==> src/rtl/flow_pipe3_pkg.sv <==
package flow_pipe3_pkg;

  // number of one-entry queues: entry queue, two inter-step queues, exit queue
  localparam int NUM_Q = 4;

  // control-to-datapath strobes: one load per queue
  typedef struct packed {
    logic [NUM_Q-1:0] load;
  } pipe_strobe_t;

endpackage

==> src/rtl/flow_pipe3_slot.sv <==
// Occupancy flag of a single one-entry queue. Clear wins over any transfer;
// a simultaneous load and drain leaves the slot occupied.
module flow_pipe3_slot (
  input  logic clk,
  input  logic rstN,
  input  logic clear,
  input  logic load,
  input  logic drain,
  output logic occupied
);

  always_ff @(posedge clk or negedge rstN) begin
    if (!rstN) begin
      occupied <= 1'b0;
    end else if (clear) begin
      occupied <= 1'b0;
    end else if (load) begin
      occupied <= 1'b1;
    end else if (drain) begin
      occupied <= 1'b0;
    end
  end

endmodule

==> src/rtl/flow_pipe3_ctrl.sv <==
// Flow control: occupancy per queue, backward ready chain, transfer strobes.
module flow_pipe3_ctrl
  import flow_pipe3_pkg::*;
(
  input  logic         clk,
  input  logic         rstN,
  input  logic         clear,
  input  logic         inValid,
  output logic         inReady,
  output logic         outValid,
  input  logic         outReady,
  output pipe_strobe_t strobe
);

  logic [NUM_Q-1:0] full;
  logic [NUM_Q-1:0] drain;
  logic [NUM_Q-1:0] canTake;
  logic [NUM_Q-1:0] load;

  // Ready ripples from the output back to the input: a queue can take a
  // word when it is empty or its own word leaves in this cycle.
  always_comb begin
    logic downRdy;
    downRdy = outReady;
    for (int i = NUM_Q - 1; i >= 0; i--) begin
      drain[i]   = full[i] & downRdy;
      canTake[i] = ~full[i] | drain[i];
      downRdy    = canTake[i];
    end
  end

  // A step fires exactly when its upstream queue drains into the next one.
  always_comb begin
    load[0] = inValid & canTake[0];
    for (int i = 1; i < NUM_Q; i++) begin
      load[i] = drain[i-1];
    end
  end

  for (genvar g = 0; g < NUM_Q; g++) begin : gSlot
    flow_pipe3_slot uSlot (
      .clk      (clk),
      .rstN     (rstN),
      .clear    (clear),
      .load     (load[g]),
      .drain    (drain[g]),
      .occupied (full[g])
    );
  end

  assign strobe.load = load;
  assign inReady     = canTake[0];
  assign outValid    = full[NUM_Q-1];

endmodule

==> src/rtl/flow_pipe3_data.sv <==
// Datapath: one word register per queue, each fed by its step function.
module flow_pipe3_data
  import flow_pipe3_pkg::*;
#(
  parameter int               WIDTH   = 8,
  parameter logic [WIDTH-1:0] XOR_KEY = 'h5A
) (
  input  logic             clk,
  input  pipe_strobe_t     strobe,
  input  logic [WIDTH-1:0] inData,
  output logic [WIDTH-1:0] outData
);

  logic [WIDTH-1:0] word [NUM_Q];
  logic [WIDTH-1:0] nextWord [NUM_Q];

  // step applied on the way into queue idx
  function automatic logic [WIDTH-1:0] stepFn(input int idx, input logic [WIDTH-1:0] x);
    logic [WIDTH-1:0] r;
    case (idx)
      1:       r = x + WIDTH'(1);
      2:       r = x << 1;
      3:       r = x ^ XOR_KEY;
      default: r = x;
    endcase
    return r;
  endfunction

  for (genvar g = 0; g < NUM_Q; g++) begin : gWord
    if (g == 0) begin : gHead
      assign nextWord[g] = inData;
    end else begin : gStep
      assign nextWord[g] = stepFn(g, word[g-1]);
    end

    always_ff @(posedge clk) begin
      if (strobe.load[g]) begin
        word[g] <= nextWord[g];
      end
    end
  end

  assign outData = word[NUM_Q-1];

endmodule

==> src/rtl/flow_pipe3.sv <==
// Thin top: control and datapath joined by the strobe struct.
module flow_pipe3
  import flow_pipe3_pkg::*;
#(
  parameter int               WIDTH   = 8,
  parameter logic [WIDTH-1:0] XOR_KEY = 'h5A
) (
  input  logic             clk,
  input  logic             rstN,
  input  logic             clear,
  input  logic             inValid,
  output logic             inReady,
  input  logic [WIDTH-1:0] inData,
  output logic             outValid,
  input  logic             outReady,
  output logic [WIDTH-1:0] outData
);

  pipe_strobe_t strobe;

  flow_pipe3_ctrl uCtrl (
    .clk      (clk),
    .rstN     (rstN),
    .clear    (clear),
    .inValid  (inValid),
    .inReady  (inReady),
    .outValid (outValid),
    .outReady (outReady),
    .strobe   (strobe)
  );

  flow_pipe3_data #(
    .WIDTH   (WIDTH),
    .XOR_KEY (XOR_KEY)
  ) uData (
    .clk     (clk),
    .strobe  (strobe),
    .inData  (inData),
    .outData (outData)
  );

endmodule

==> config.mk <==
export PLATFORM = sky130hd
export DESIGN_NAME = flow_pipe3
export DESIGN_NICKNAME = d
export VERILOG_FILES = /design/src/rtl/flow_pipe3_pkg.sv /design/src/rtl/flow_pipe3_slot.sv /design/src/rtl/flow_pipe3_ctrl.sv /design/src/rtl/flow_pipe3_data.sv /design/src/rtl/flow_pipe3.sv
export SDC_FILE = /design/constraint.sdc
export NUM_CORES = 1
export LEC_CHECK = 0
export ABC_AREA = 1
export BUFFER_PORTS_ARGS = -buffer_cell sky130_fd_sc_hd__buf_2
export CAP_MARGIN = 20
export CORE_AREA = 2 2 49 51
export CTS_CLUSTER_DIAMETER = 150
export CTS_CLUSTER_SIZE = 24
export DETAILED_ROUTE_END_ITERATION = 7
export DIE_AREA = 0 0 51 53
export PLACE_DENSITY = 0.78
export REMOVE_ABC_BUFFERS = 1
export SLEW_MARGIN = 20
export SYNTH_ARGS = -nofsm -noshare
export SYNTH_HDL_FRONTEND = slang
export SYNTH_SLANG_ARGS = --single-unit
==> constraint.sdc <==
create_clock -name clk -period 1.98 [get_ports clk]
set_input_delay 0.297 -clock clk [delete_from_list [all_inputs] [get_ports clk]]
set_output_delay 0.297 -clock clk [all_outputs]
set_load 0.01 [all_outputs]
After elaboration in Yosys (flattened, before gate mapping)
Memory sizes are Yosys's and may differ from the RTL's.
Cells that the tools add are included.
{"block": "totals", "n_memories": 1, "input_bits": 13, "ramBits": 32, "regBits": 4}
{"block": "op_classes", "n_addsub": 1, "mux": 20, "n_bitwise": 14, "reduce_logical": 4}
{"memory": "uData.word", "words": 4, "width": 8, "rd": 4, "rd_clocked_by_memory_dff": 0, "write_ports": 4, "line_no": "flow_pipe3_data.sv:14", "rtl": "logic [WIDTH-1:0] word [NUM_Q];"}
{"cell": "two-way mux 1 bit", "count": 20}
{"cell": "nonzero test 3 bit", "count": 4}
{"cell": "adder 8 x 1 -> 8 bit, second input constant", "count": 1}
{"cell": "AND 1 bit", "count": 5}
{"cell": "NOT 1 bit", "count": 4}
{"cell": "NOT 4 bit", "count": 1}
{"cell": "bitwise OR 1 bit", "count": 4}

Longest topological paths before layout
Gate-level depths: netlist of the first run.
{"block": "depth", "word_depth": 11, "depth_mapped": 5, "ltp_nobuf": 5}

By module
A second synthesis of the first run with hierarchy kept.
{"block": "unflattened", "hier_cells": 94, "area_unflattened_um2": 1271.2}
{"mod": "flow_pipe3_data", "cells_each": 56, "seq_area_each_um2": 840.8, "area_each_um2": 996.0, "instances": 1}
{"mod": "flow_pipe3_slot", "cells_each": 5, "seq_area_each_um2": 25.0, "area_each_um2": 45.0, "instances": 4}
{"mod": "flow_pipe3_ctrl", "cells_each": 18, "seq_area_each_um2": 0.0, "area_each_um2": 95.1, "instances": 1}

Worst setup path before layout of the first run
Ideal clock, no wire load.
{"block": "synth_timing", "kind": "register to register", "startpoint": "register uCtrl.gSlot[3].uSlot.occupied", "endpoint": "memory uData.word[0][0], enable pin", "synth_period_minus_slack_ps": 1375, "stages_incl_launch_ff": 6, "setup_ps": 360, "path_slack_ps": 605, "arrival_ps": 1014, "path_buffers": 0, "cell_sequence": "dfrtp_1 inv_1 nor2_4 nand4_2 inv_1 nor2_1"}
{"item": "start: declaration", "line_no": "flow_pipe3_slot.sv:9", "rtl": "output logic occupied"}
{"item": "start signal: assignment", "line_no": "flow_pipe3_slot.sv:14", "rtl": "occupied <= 1'b0;"}
{"item": "start signal: assignment", "line_no": "flow_pipe3_slot.sv:16", "rtl": "occupied <= 1'b0;"}
{"item": "start signal: assignment", "line_no": "flow_pipe3_slot.sv:18", "rtl": "occupied <= 1'b1;"}
{"item": "end: declaration", "line_no": "flow_pipe3_data.sv:14"}

Worst setup path after layout of the first run
{"block": "layout_timing", "startpoint": "register uCtrl.gSlot[3].uSlot.occupied", "endpoint": "output inReady"}
{"block": "layout_between", "elab_chain_cells": 8, "word_cells_on_any_way": 9, "classes_between": "9 x bitwise"}
{"item": "AND 1 bit / NOT 1 bit (equally long branches)", "line_no": "flow_pipe3_ctrl.sv:26, flow_pipe3_ctrl.sv:27"}
{"item": "bitwise OR 1 bit *", "line_no": "flow_pipe3_ctrl.sv:27", "rtl": "canTake[i] = ~full[i] | drain[i];"}
{"item": "AND 1 bit *", "line_no": "flow_pipe3_ctrl.sv:26", "rtl": "drain[i] = full[i] & downRdy;"}
{"item": "bitwise OR 1 bit *", "line_no": "flow_pipe3_ctrl.sv:27"}
{"item": "AND 1 bit *", "line_no": "flow_pipe3_ctrl.sv:26"}
{"item": "bitwise OR 1 bit *", "line_no": "flow_pipe3_ctrl.sv:27"}
{"item": "AND 1 bit *", "line_no": "flow_pipe3_ctrl.sv:26"}
{"item": "bitwise OR 1 bit *", "line_no": "flow_pipe3_ctrl.sv:27"}
{"item": "end: declaration", "line_no": "flow_pipe3.sv:12", "rtl": "output logic inReady,"}
Every way passes the cells marked *; elsewhere a longest branch is shown, timed or not.

==> results.md, run 1 <==
* Status: finished clean
* Largest net degree at the start of global routing at 10
* CP Max Fanout at 5
* Most frequent cells in the layout: edfxtp_1 (28), buf_2 (20), inv_1 (13)
* Critical Path Max Stage Delay at 0.34 ns
* Total Routed Length at 1330 um
* Multi-input gate area at 168 um2
* Aggregate global routing overflow at 0
* Top-area cell type share of the netlist area at 72.2%
* R2r setup slk at 0.58 ns
* Crit. End Element: output port
* Input/output buffers at 20
* Peak supply drop at about 0.00058 V
* Reg-to-reg critical path startpoint: uCtrl.gSlot[3].uSlot.occupied
* Detailed Place HPWL at 1010 um
* Static leakage at between 0.5 and 0.6 nW
* Setup violations, final at 0
* H-tree levels at 2
* Slowest CP cell: dfrtp_1
* Nets at 114
* Crit-path leading delay family: flip-flops
* Synth Cell Area at 1160 um2
* Levels on crit path at 4
* Layout cells sized above 1 at 28.7%
* Pwr Total at 1.14 mW
* Post-CTS Resized at 0
* Die H at about 53 um
* Filler Cell Count at 177
* Via/cell ratio at 4.56
* Crit path launch: uCtrl.gSlot[3].uSlot.occupied
* Crit path capture: inReady
* Worst-margin pin slew at 0.525 ns
* Clock Power Share at 28.1%
* CTS tree: yes
* Avg Synthesized Cell Area at between 15 and 20 um2
* Distinct cells, synth at 16
* Finished Core Util at 62.9%
* Global-route usage over all layers at 11.5%
* Register area at 941 um2
* R2R cell count at 5
* N_diodes at 0
* Sequential fraction of the synthesis area at around four fifths
* Sequential share of power at 67.8%
* Core Rows at 17
* Die area at 2700 um2
* Worst Path Buf+Inv at 2
* Pre-CTS setup slack at approximately 0.57 ns
* Synth area leader: edfxtp_1
* Switch share at between 10% and 20%
* CTS Root Cell: clkbuf_4
* TNS Setup at 0 ns
* Max clock buf depth at 2
* Commonest non-fill, non-tap cell in the layout: edfxtp_1
* Max frequency at 706 MHz
* Cell chain of the critical path: inv_1 -> nor2_4 -> nand4_2 -> buf_2
* Combinational fraction of design power at under 10%
* First-pass GRT wire length at 2130 um
* CP arrival at 1.12 ns
* Pins Over Slew Limit at 0
* Post-route minimum period at 1.42 ns
* Total DRC errors in the routed layout at 0
* Clock buffer count from CTS at 5
* Worst min-delay path startpoint: inData[6]
* Core footprint at 2150 um2
* Int Pwr at 0.919 mW
* Number of global-route vias before repair at 593
* Flops & latches, synth at 32
* Die X at 51 um
* Setup CP Type: reg2out
* Initial Util at 54.2%
* Clock sinks at 32
* Setup Skew at 0.00689 ns
* Final period util at 71.5%
* Ys Warns at 0
* PwrDens at 845 nW/um2
* R2r endpoint: uData.word[0][5]
* Pre-antenna DRT Iters at 4
* Worst Hold Class: in2reg
* Final setup margin at 0.564 ns
* I/O pin total at 23
* Net Sw Power at roughly 0.22 mW
* RSZ-0062 raised after global routing: false
* Layout area overhead at 16.0%
* Slew headroom at about two thirds
* Maxcap violations at 0
* Critical path required time at 1.68 ns
* WL per Instance at 10.3 um
* Global placement routability congestion at between 0.7 and 0.8
* Iteration-0 DRC count of the detailed router at 9
* Number of antenna violations at the first check in global routing at 0
* Vias after detailed routing at 588
* Clock transition at path regs at 0.09 ns
* Startpoint types: flip-flop
* Post-route ant nets at 0
* Fin. Hold Viols at 0
* Synth top area cells: edfxtp_1 (72%), dfrtp_1 (8.6%), inv_1 (4.2%)
* Cell count after synthesis at 73
* Min Hold Slack at between 0.15 and 0.2 ns
* Post-CTS Setup Inserts at 0
* Worst-Skew Late Latency at 0.30 ns
[per-layer routing]
metal	up-vias	track usage, %	part of all wire (%)
met5	-	0	0
met4	0	5.86	1.3
met3	2	5.08	6.3
met2	22	24.0	57
met1	266	8.16	36
li1	298	-	-
[logic make-up (layout without fill, tap and decap cells)]
kind of cell	after synthesis	count (layout)	synth area share [%]
xor+xnor	5	5	3.76
fa+ha+maj	1	1	1.07
flops	32	32	80.8
other cells	1	1	0.322
compound gates	3	3	1.29
buf+inv	14	42	4.83
simple gates	17	17	7.95
[metrics by stage]
stage | std cells | instance area (um2)
5_1_grt | 129 | 1350
6_report | 129 | 1350
3_5_place_dp | 120 | 1290
3_3_place_gp | 120 | 1290
2_1_floorplan | 72 | 1160
4_1_cts | 129 | 1350
[final cells by class]
| class | instances | area share (%) |
|---|---|---|
| Sequential cell | 32 | 69.6 |
| Multi-Input combinational cell | 27 | 12.4 |
| Timing Repair Buffer | 21 | 8.15 |
| Inverter | 13 | 3.61 |
| Clock buffer | 7 | 3.33 |
| Tap cell | 28 | 2.59 |
| Clock inverter | 1 | 0.278 |
[synthesized netlist by cell type]
| cell type | number |
|---|---|
| nor2_2 | 1 |
| buf_4 | 1 |
| a21oi_1 | 3 |
| nor2_1 | 5 |
| xor2_1 | 3 |
| nand3_2 | 1 |
| inv_1 | 13 |
| conb_1 | 1 |
| dfrtp_1 | 4 |
| xnor2_1 | 2 |
| ha_1 | 1 |
| nand4_2 | 1 |
| nor2_4 | 1 |
| edfxtp_1 | 28 |
| nand3_1 | 3 |
| nand2_1 | 5 |
[power by group through the flow]
stage / registers, mW / clock network (mW) / logic (mW)
CTS: 0.775 / 0.335 / 0.0472
finish: 0.774 / 0.320 / 0.0467
global placement: 0.788 / 0 / 0.0427
detailed placement: 0.790 / 0 / 0.0457
global route: 0.778 / 0.360 / 0.0524
floorplan: 0.789 / 0 / 0.0237
[state kept, by name, summed over array words and instances, names as in the netlist]
signal / count
uData.word: 28
uCtrl.gSlot.uSlot.occupied: 4
[worst min path at each step]
| stage | end | cells after the start | slack, ns |
|---|---|---|---|
| detailed placement | uCtrl.gSlot[1].uSlot.occupied | 1 | 0.11 |
| global placement | uCtrl.gSlot[1].uSlot.occupied | 1 | 0.10 |
| CTS | uData.word[0][6] | 1 | 0.15 |
| finish | uData.word[0][6] | 1 | 0.16 |
| global route | uData.word[0][6] | 1 | 0.15 |
| floorplan | uCtrl.gSlot[0].uSlot.occupied | 0 | 0.001 |
[worst register-to-register path: stages, from the launching register on]
cell and delay, ns:
dfrtp_1 0.38, inv_1 0.09, nor2_4 0.05, nand4_2 0.08, inv_1 0.05, nor2_1 0.40
[timing repair]
| item | 4_1_cts | 5_1_grt |
|---|---|---|
| hold endpoints to repair | 4 | 0 |
| hold buffers | 1 | 0 |
| endpoints found under the setup margin | 0 | 0 |
(Power assumes the default switching activity.)
==> run 2, diff against run 1 <==
--- a/config.mk
+++ b/config.mk
@@ -8,12 +8,12 @@
 export ABC_AREA = 1
 export BUFFER_PORTS_ARGS = -buffer_cell sky130_fd_sc_hd__buf_2
 export CAP_MARGIN = 20
-export CORE_AREA = 2 2 49 51
+export CORE_AREA = 2 2 53 55
 export CTS_CLUSTER_DIAMETER = 150
 export CTS_CLUSTER_SIZE = 24
 export DETAILED_ROUTE_END_ITERATION = 7
-export DIE_AREA = 0 0 51 53
-export PLACE_DENSITY = 0.78
+export DIE_AREA = 0 0 55 57
+export PLACE_DENSITY = 0.71
 export REMOVE_ABC_BUFFERS = 1
 export SLEW_MARGIN = 20
 export SYNTH_ARGS = -nofsm -noshare
==> constraint.sdc (replaced) <==
create_clock -name clk -period 1.15 [get_ports clk]
set_input_delay 0.1725 -clock clk [delete_from_list [all_inputs] [get_ports clk]]
set_output_delay 0.1725 -clock clk [all_outputs]
set_load 0.01 [all_outputs]
==> results.md, run 2 (same netlist as run 1, synthesis figures left out) <==
* Number of global-route vias before repair at 620 (was 593)
* Pre-antenna DRT Iters at 2 (was 4)
* Input/output buffers at 20 (unchanged)
* Core footprint at 2620 um2 (was 2150 um2)
* Static leakage at 0.623 nW (was 0.558 nW)
* Total DRC errors in the routed layout at 0 (unchanged)
* CP arrival at 1.18 ns (was 1.12 ns)
* Maxcap violations at 0 (unchanged)
* Iteration-0 DRC count of the detailed router at 3 (was 9)
* H-tree levels at 2 (unchanged)
* First-pass GRT wire length at 2430 um (was 2130 um)
* Pins Over Slew Limit at 0 (unchanged)
* Clock transition at path regs at 0.09 ns (about the same)
* Initial Util at 44.5% (was 54.2%)
* Core Rows at 19 (was 17)
* Post-route minimum period at between 1 and 1.5 ns
* Post-route ant nets at 0 (unchanged)
* Finished Core Util at 57.6% (was 62.9%)
* Worst min-delay path startpoint: inData[2] (was inData[6])
* Crit. End Element: output port (unchanged)
* Max clock buf depth at 2 (unchanged)
* N_diodes at 0 (unchanged)
* Failing checks: negative setup slack
* Number of antenna violations at the first check in global routing at 0 (unchanged)
* Pwr Total at 2.01 mW (was 1.14 mW)
* Commonest non-fill, non-tap cell in the layout: edfxtp_1 (unchanged)
* Status: finished, violations left (was finished clean)
* Final setup margin at -0.199 ns (was 0.564 ns)
* Aggregate global routing overflow at 0 (unchanged)
* Global-route usage over all layers at 11.7% (was 11.5%)
* R2R cell count at 5 (unchanged)
* Startpoint types: flip-flop (unchanged)
* R2r endpoint: uData.word[0][1] (was uData.word[0][5])
* Switch share at 20.4% (was 19.5%)
* Final period util at 117%
* Vias after detailed routing at 646 (was 588)
* Regs by FF count: uData.word: 28 flops, uCtrl.gSlot.uSlot.occupied: 4 flops (unchanged)
* Min Hold Slack at 0.0207 ns (was 0.164 ns)
* Fin. Hold Viols at 0 (unchanged)
* Most flops, register: uData.word (unchanged)
* RSZ-0062 raised after global routing: true (was false)
* Most frequent cells in the layout: edfxtp_1 (28), buf_2 (19), inv_1 (9) (was edfxtp_1 (28), buf_2 (20), inv_1 (13))
* Pre-CTS setup slack at -0.0312 ns (was 0.575 ns)
* Die H at 57 um (was 53 um)
* Die area at 3140 um2 (was 2700 um2)
* Nets at 123 (was 114)
* Clock buffer count from CTS at 5 (unchanged)
* Filler Cell Count at 212 (was 177)
* WL per Instance at 10.3 um (about the same)
* I/O pin total at 23 (unchanged)
* CTS Root Cell: clkbuf_4 (unchanged)
* Int Pwr at 1.60 mW (was 0.919 mW)
* Largest net degree at the start of global routing at 10 (unchanged)
* Hold path endpoint: uData.word[0][2] (was uData.word[0][6])
* Total Routed Length at 1460 um (was 1330 um)
* Combinational fraction of design power at 5.0% (was 4.1%)
* Hold Crit Depth at 1 (unchanged)
* Setup Skew at 0.00602 ns (was 0.00689 ns)
* TNS Setup at -3.51 ns (was 0 ns)
* Setup CP Type: reg2out (unchanged)
* CP Max Fanout at 2 (was 5)
* Setup violations, final at 30 (was 0)
* Peak supply drop at 0.000907 V (was 0.000577 V)
* Via/cell ratio at 4.58 (was 4.56)
* Layout cells sized above 1 at 45.5% (was 28.7%)
* CTS tree: yes (unchanged)
* PwrDens at 1330 nW/um2 (was 845 nW/um2)
* Detailed Place HPWL at 1020 um (was 1010 um)
* Net Sw Power at 0.410 mW (was 0.223 mW)
* Max FFs per register at 28 (unchanged)
* Clock Power Share at 28.3% (was 28.1%)
* Die X at 55 um (was 51 um)
* Layout area overhead at 29.2% (was 16.0%)
* Reg-to-reg critical path startpoint: uCtrl.gSlot[2].uSlot.occupied (was uCtrl.gSlot[3].uSlot.occupied)
* Max frequency at about 740 MHz
* Clock sinks at 32 (unchanged)
* Worst Hold Class: in2reg (unchanged)
* Sequential share of power at 66.6% (was 67.8%)
* Global placement routability congestion at 0.753 (was 0.790)
* R2r setup slk at -0.15 ns (was 0.58 ns)
* Critical path required time at 0.98 ns (was 1.68 ns)
* Worst-Skew Late Latency at 0.32 ns (was 0.30 ns)
run 2: changes by cell type in the layout (fill, tap and decap cells not counted), sizes merged:
cell | previous run | this run
buf | 20 | 29
run 2: what timing repair did:
action,CTS,global route
setup buffers,4,2
pin swaps,2,3
hold buffers,1,0
hold endpoints to repair,4,0
gates resized for setup,11,14
setup endpoints to repair,23,30
run 2: final cells by class:
type	instances	area, um2	share of cell area, %
repair buffers	30	199	13.2
inverters	13	53.8	3.57
multi-input cells	27	221	14.7
flip-flops and latches	32	943	62.7
well taps	31	38.8	2.58
clock buffers	7	45.0	2.99
clock inverters	1	3.75	0.249
run 2: worst max-delay path by stage:
stage                                              from               end  slack, ns  cells past startpoint
after global placement    uCtrl.gSlot[3].uSlot.occupied  uData.word[0][6]      0.007                      6
after detailed placement  uCtrl.gSlot[3].uSlot.occupied  uData.word[0][6]      -0.03                      6
after floorplan           uCtrl.gSlot[3].uSlot.occupied  uData.word[0][0]      -0.22                      5
after CTS                 uCtrl.gSlot[3].uSlot.occupied           inReady      -0.26                      5
final                     uCtrl.gSlot[3].uSlot.occupied           inReady      -0.20                      5
after global routing      uCtrl.gSlot[3].uSlot.occupied           inReady      -0.27                      5
run 2: critical path: stages, from the launching register on:
cell	delay [ns]
dfrtp_1	0.38
inv_2	0.05
nor2_4	0.10
nand4_4	0.09
buf_6	0.13
buf_6	0.11
run 2: power by group through the flow:
stage	Sequential, mW	Combinational (mW)	Clock [mW]
floorplan	1.36	0.0408	0
global placement	1.35	0.0842	0
detailed placement	1.36	0.0890	0
CTS	1.33	0.0939	0.601
global route	1.34	0.116	0.639
finish	1.34	0.101	0.568
run 2: stage by stage:
stage,cell area [um2],std cells
after floorplan,1160,72
after global placement,1330,128
after detailed placement,1330,128
after CTS,1440,139
after global routing,1510,141
final,1510,141
run 2: metal layers:
metal / GRT usage [%] / share of wire [%] / vias to the layer above
met1: 9.76 / 30 / 303
li1: - / - / 316
met5: 0 / 0 / -
met3: 7.07 / 7.7 / 3
met4: 5.23 / 0.75 / 0
met2: 20.9 / 61 / 24
==> run 3, diff against run 2 <==
--- a/config.mk
+++ b/config.mk
@@ -14,7 +14,6 @@
 export DETAILED_ROUTE_END_ITERATION = 7
 export DIE_AREA = 0 0 55 57
 export PLACE_DENSITY = 0.71
-export REMOVE_ABC_BUFFERS = 1
 export SLEW_MARGIN = 20
 export SYNTH_ARGS = -nofsm -noshare
 export SYNTH_HDL_FRONTEND = slang
==> results.md, run 3 (same netlist as run 1, synthesis figures left out) <==
* Die X at 55 um (unchanged)
* Die H at 57 um (unchanged)
* Input/output buffers at 20 (unchanged)
* Failing checks: negative setup slack (unchanged)
* Pre-CTS setup slack at -0.00401 ns (was -0.0312 ns)
* H-tree levels at 2 (unchanged)
* Max frequency at 813 MHz (was 741 MHz)
* Worst min-delay path startpoint: inData[2] (unchanged)
* Layout cells sized above 1 at 41.8% (was 45.5%)
* R2r setup slk at -0.05 ns (was -0.15 ns)
* Startpoint types: flip-flop (unchanged)
* Pre-antenna DRT Iters at 4 (was 2)
* Total DRC errors in the routed layout at 0 (unchanged)
* CP arrival at 1.06 ns (was 1.18 ns)
* Fin. Hold Viols at 0 (unchanged)
* Most frequent cells in the layout: edfxtp_1 (28), buf_2 (19), inv_1 (9) (unchanged)
* Worst-Skew Late Latency at 0.32 ns (about the same)
* Largest net degree at the start of global routing at 11 (was 10)
* Sequential share of power at 66.0% (was 66.6%)
* Setup CP Type: reg2out (unchanged)
* Number of global-route vias before repair at 595 (was 620)
* Post-route ant nets at 0 (unchanged)
* N_diodes at 0 (unchanged)
* Global placement routability congestion at 0.715 (was 0.753)
* Maxcap violations at 0 (unchanged)
* Post-route minimum period at 1.23 ns (was 1.35 ns)
* Core Rows at 19 (unchanged)
* Vias after detailed routing at 630 (was 646)
* Final period util at 107% (was 117%)
* Setup Skew at 0.0125 ns (was 0.00602 ns)
* Crit. End Element: output port (unchanged)
* Commonest non-fill, non-tap cell in the layout: edfxtp_1 (unchanged)
* Regs by FF count: uData.word: 28 flops, uCtrl.gSlot.uSlot.occupied: 4 flops (unchanged)
* Critical path required time at 0.98 ns (about the same)
* PwrDens at 1360 nW/um2 (was 1330 nW/um2)
* Pwr Total at 2.02 mW (was 2.01 mW)
* Die area at 3140 um2 (unchanged)
* Crit path launch: uCtrl.gSlot[3].uSlot.occupied (unchanged)
* Layout area overhead at 27.7% (was 29.2%)
* Reg-to-reg critical path startpoint: uCtrl.gSlot[3].uSlot.occupied (was uCtrl.gSlot[2].uSlot.occupied)
* Filler Cell Count at 225 (was 212)
* Number of antenna violations at the first check in global routing at 0 (unchanged)
* Core footprint at 2620 um2 (unchanged)
* Peak supply drop at 0.00108 V (was 0.000907 V)
* Int Pwr at 1.60 mW (about the same)
* CTS tree: yes (unchanged)
* I/O pin total at 23 (unchanged)
* Post-Syn Nets at 87
* Final setup margin at -0.0807 ns (was -0.199 ns)
* Iteration-0 DRC count of the detailed router at 9 (was 3)
* Setup violations, final at 23 (was 30)
* CP Max Fanout at 2 (unchanged)
* Combinational fraction of design power at 5.4% (was 5.0%)
* Clock sinks at 32 (unchanged)
* Via/cell ratio at 4.47 (was 4.58)
* Worst Hold Class: in2reg (unchanged)
* WL per Instance at 10.7 um (was 10.3 um)
* Total Routed Length at 1510 um (was 1460 um)
* Clock Power Share at 28.6% (was 28.3%)
* Aggregate global routing overflow at 0 (unchanged)
* Initial Util at 44.5% (unchanged)
* Static leakage at 0.603 nW (was 0.623 nW)
* First-pass GRT wire length at 2370 um (was 2430 um)
* Global-route usage over all layers at 11.4% (was 11.7%)
* Clock transition at path regs at 0.10 ns (was 0.09 ns)
* Status: finished, violations left (unchanged)
* RSZ-0062 raised after global routing: true (unchanged)
* Max clock buf depth at 2 (unchanged)
* CTS Root Cell: clkbuf_4 (unchanged)
* Max FFs per register at 28 (unchanged)
* Most flops, register: uData.word (unchanged)
* Pins Over Slew Limit at 0 (unchanged)
* Switch share at 20.9% (was 20.4%)
* Nets at 123 (unchanged)
* Net Sw Power at 0.422 mW (was 0.410 mW)
* Clock buffer count from CTS at 5 (unchanged)
run 3: changes by cell type in the layout (fill, tap and decap cells not counted), moves of 2 or more:
cell	previous run	this run
buf_4	5	3
buf_6	5	3
dlygate4sd3_1	1	5
nand2_2	0	2
nand2_4	2	0
run 3: worst max-delay path, stage by stage, from the launching register on:
cell,delay (ns)
dfrtp_1,0.37
inv_2,0.05
nor2_4,0.10
nand4_4,0.09
buf_6,0.13
run 3: path summary, 6_finish.rpt:
check                                           endpoint  cells past startpoint
max                                              inReady                      4
min                                     uData.word[0][2]                      1
max reg2reg                             uData.word[1][4]                      6
min reg2reg                             uData.word[2][3]                      0
max in group asynchronous  uCtrl.gSlot[2].uSlot.occupied                      2
min in group asynchronous  uCtrl.gSlot[3].uSlot.occupied                      2
run 3: repair_timing:
item                                   in CTS  in global routing
endpoints found under the hold margin       4                  4
hold buffers                                1                  4
setup endpoints to repair                  16                 31
setup buffers                               2                  0
gates resized for setup                     6                  5
pin swaps                                   2                  1
run 3: final cells by class:
class	instances	area, um2	area share [%]
Timing Repair Buffer	30	201	13.5
Clock buffer	6	41.3	2.78
Sequential cell	32	942	63.3
Clock inverter	2	11.3	0.757
Multi-Input combinational cell	27	201	13.5
Tap cell	31	38.8	2.61
Inverter	13	51.3	3.45
run 3: power groups by stage:
stage               logic (mW)  registers [mW]  clock network [mW]
global route             0.123            1.34               0.652
global placement        0.0842            1.36                   0
detailed placement      0.0898            1.36                   0
floorplan               0.0460            1.36                   0
CTS                     0.0961            1.33               0.607
finish                   0.109            1.33               0.578
run 3: layer usage:
layer	global-route usage, %	vias up	share of wire [%]
met2	19.6	24	60
met5	0	-	0
met3	7.07	0	6.4
met1	9.98	290	33
met4	5.23	0	0
li1	-	316	-
run 3: metrics by stage:
| stage | hold WS [ns] | setup TNS [ns] | cell area (um2) | instances | utilization, % |
|---|---|---|---|---|---|
| 2_1_floorplan | -0.123 | 0 | 1190 | 73 | - |
| 3_3_place_gp | -0.0224 | 0 | 1340 | 126 | 51.2 |
| 3_5_place_dp | -0.0129 | -0.0275 | 1340 | 126 | 51.2 |
| 4_1_cts | 0.00463 | -1.51 | 1430 | 137 | 54.7 |
| 5_1_grt | 0.000142 | -3.49 | 1490 | 141 | 56.9 |
| 6_report | 0.0296 | -1.05 | 1490 | 141 | 56.9 |
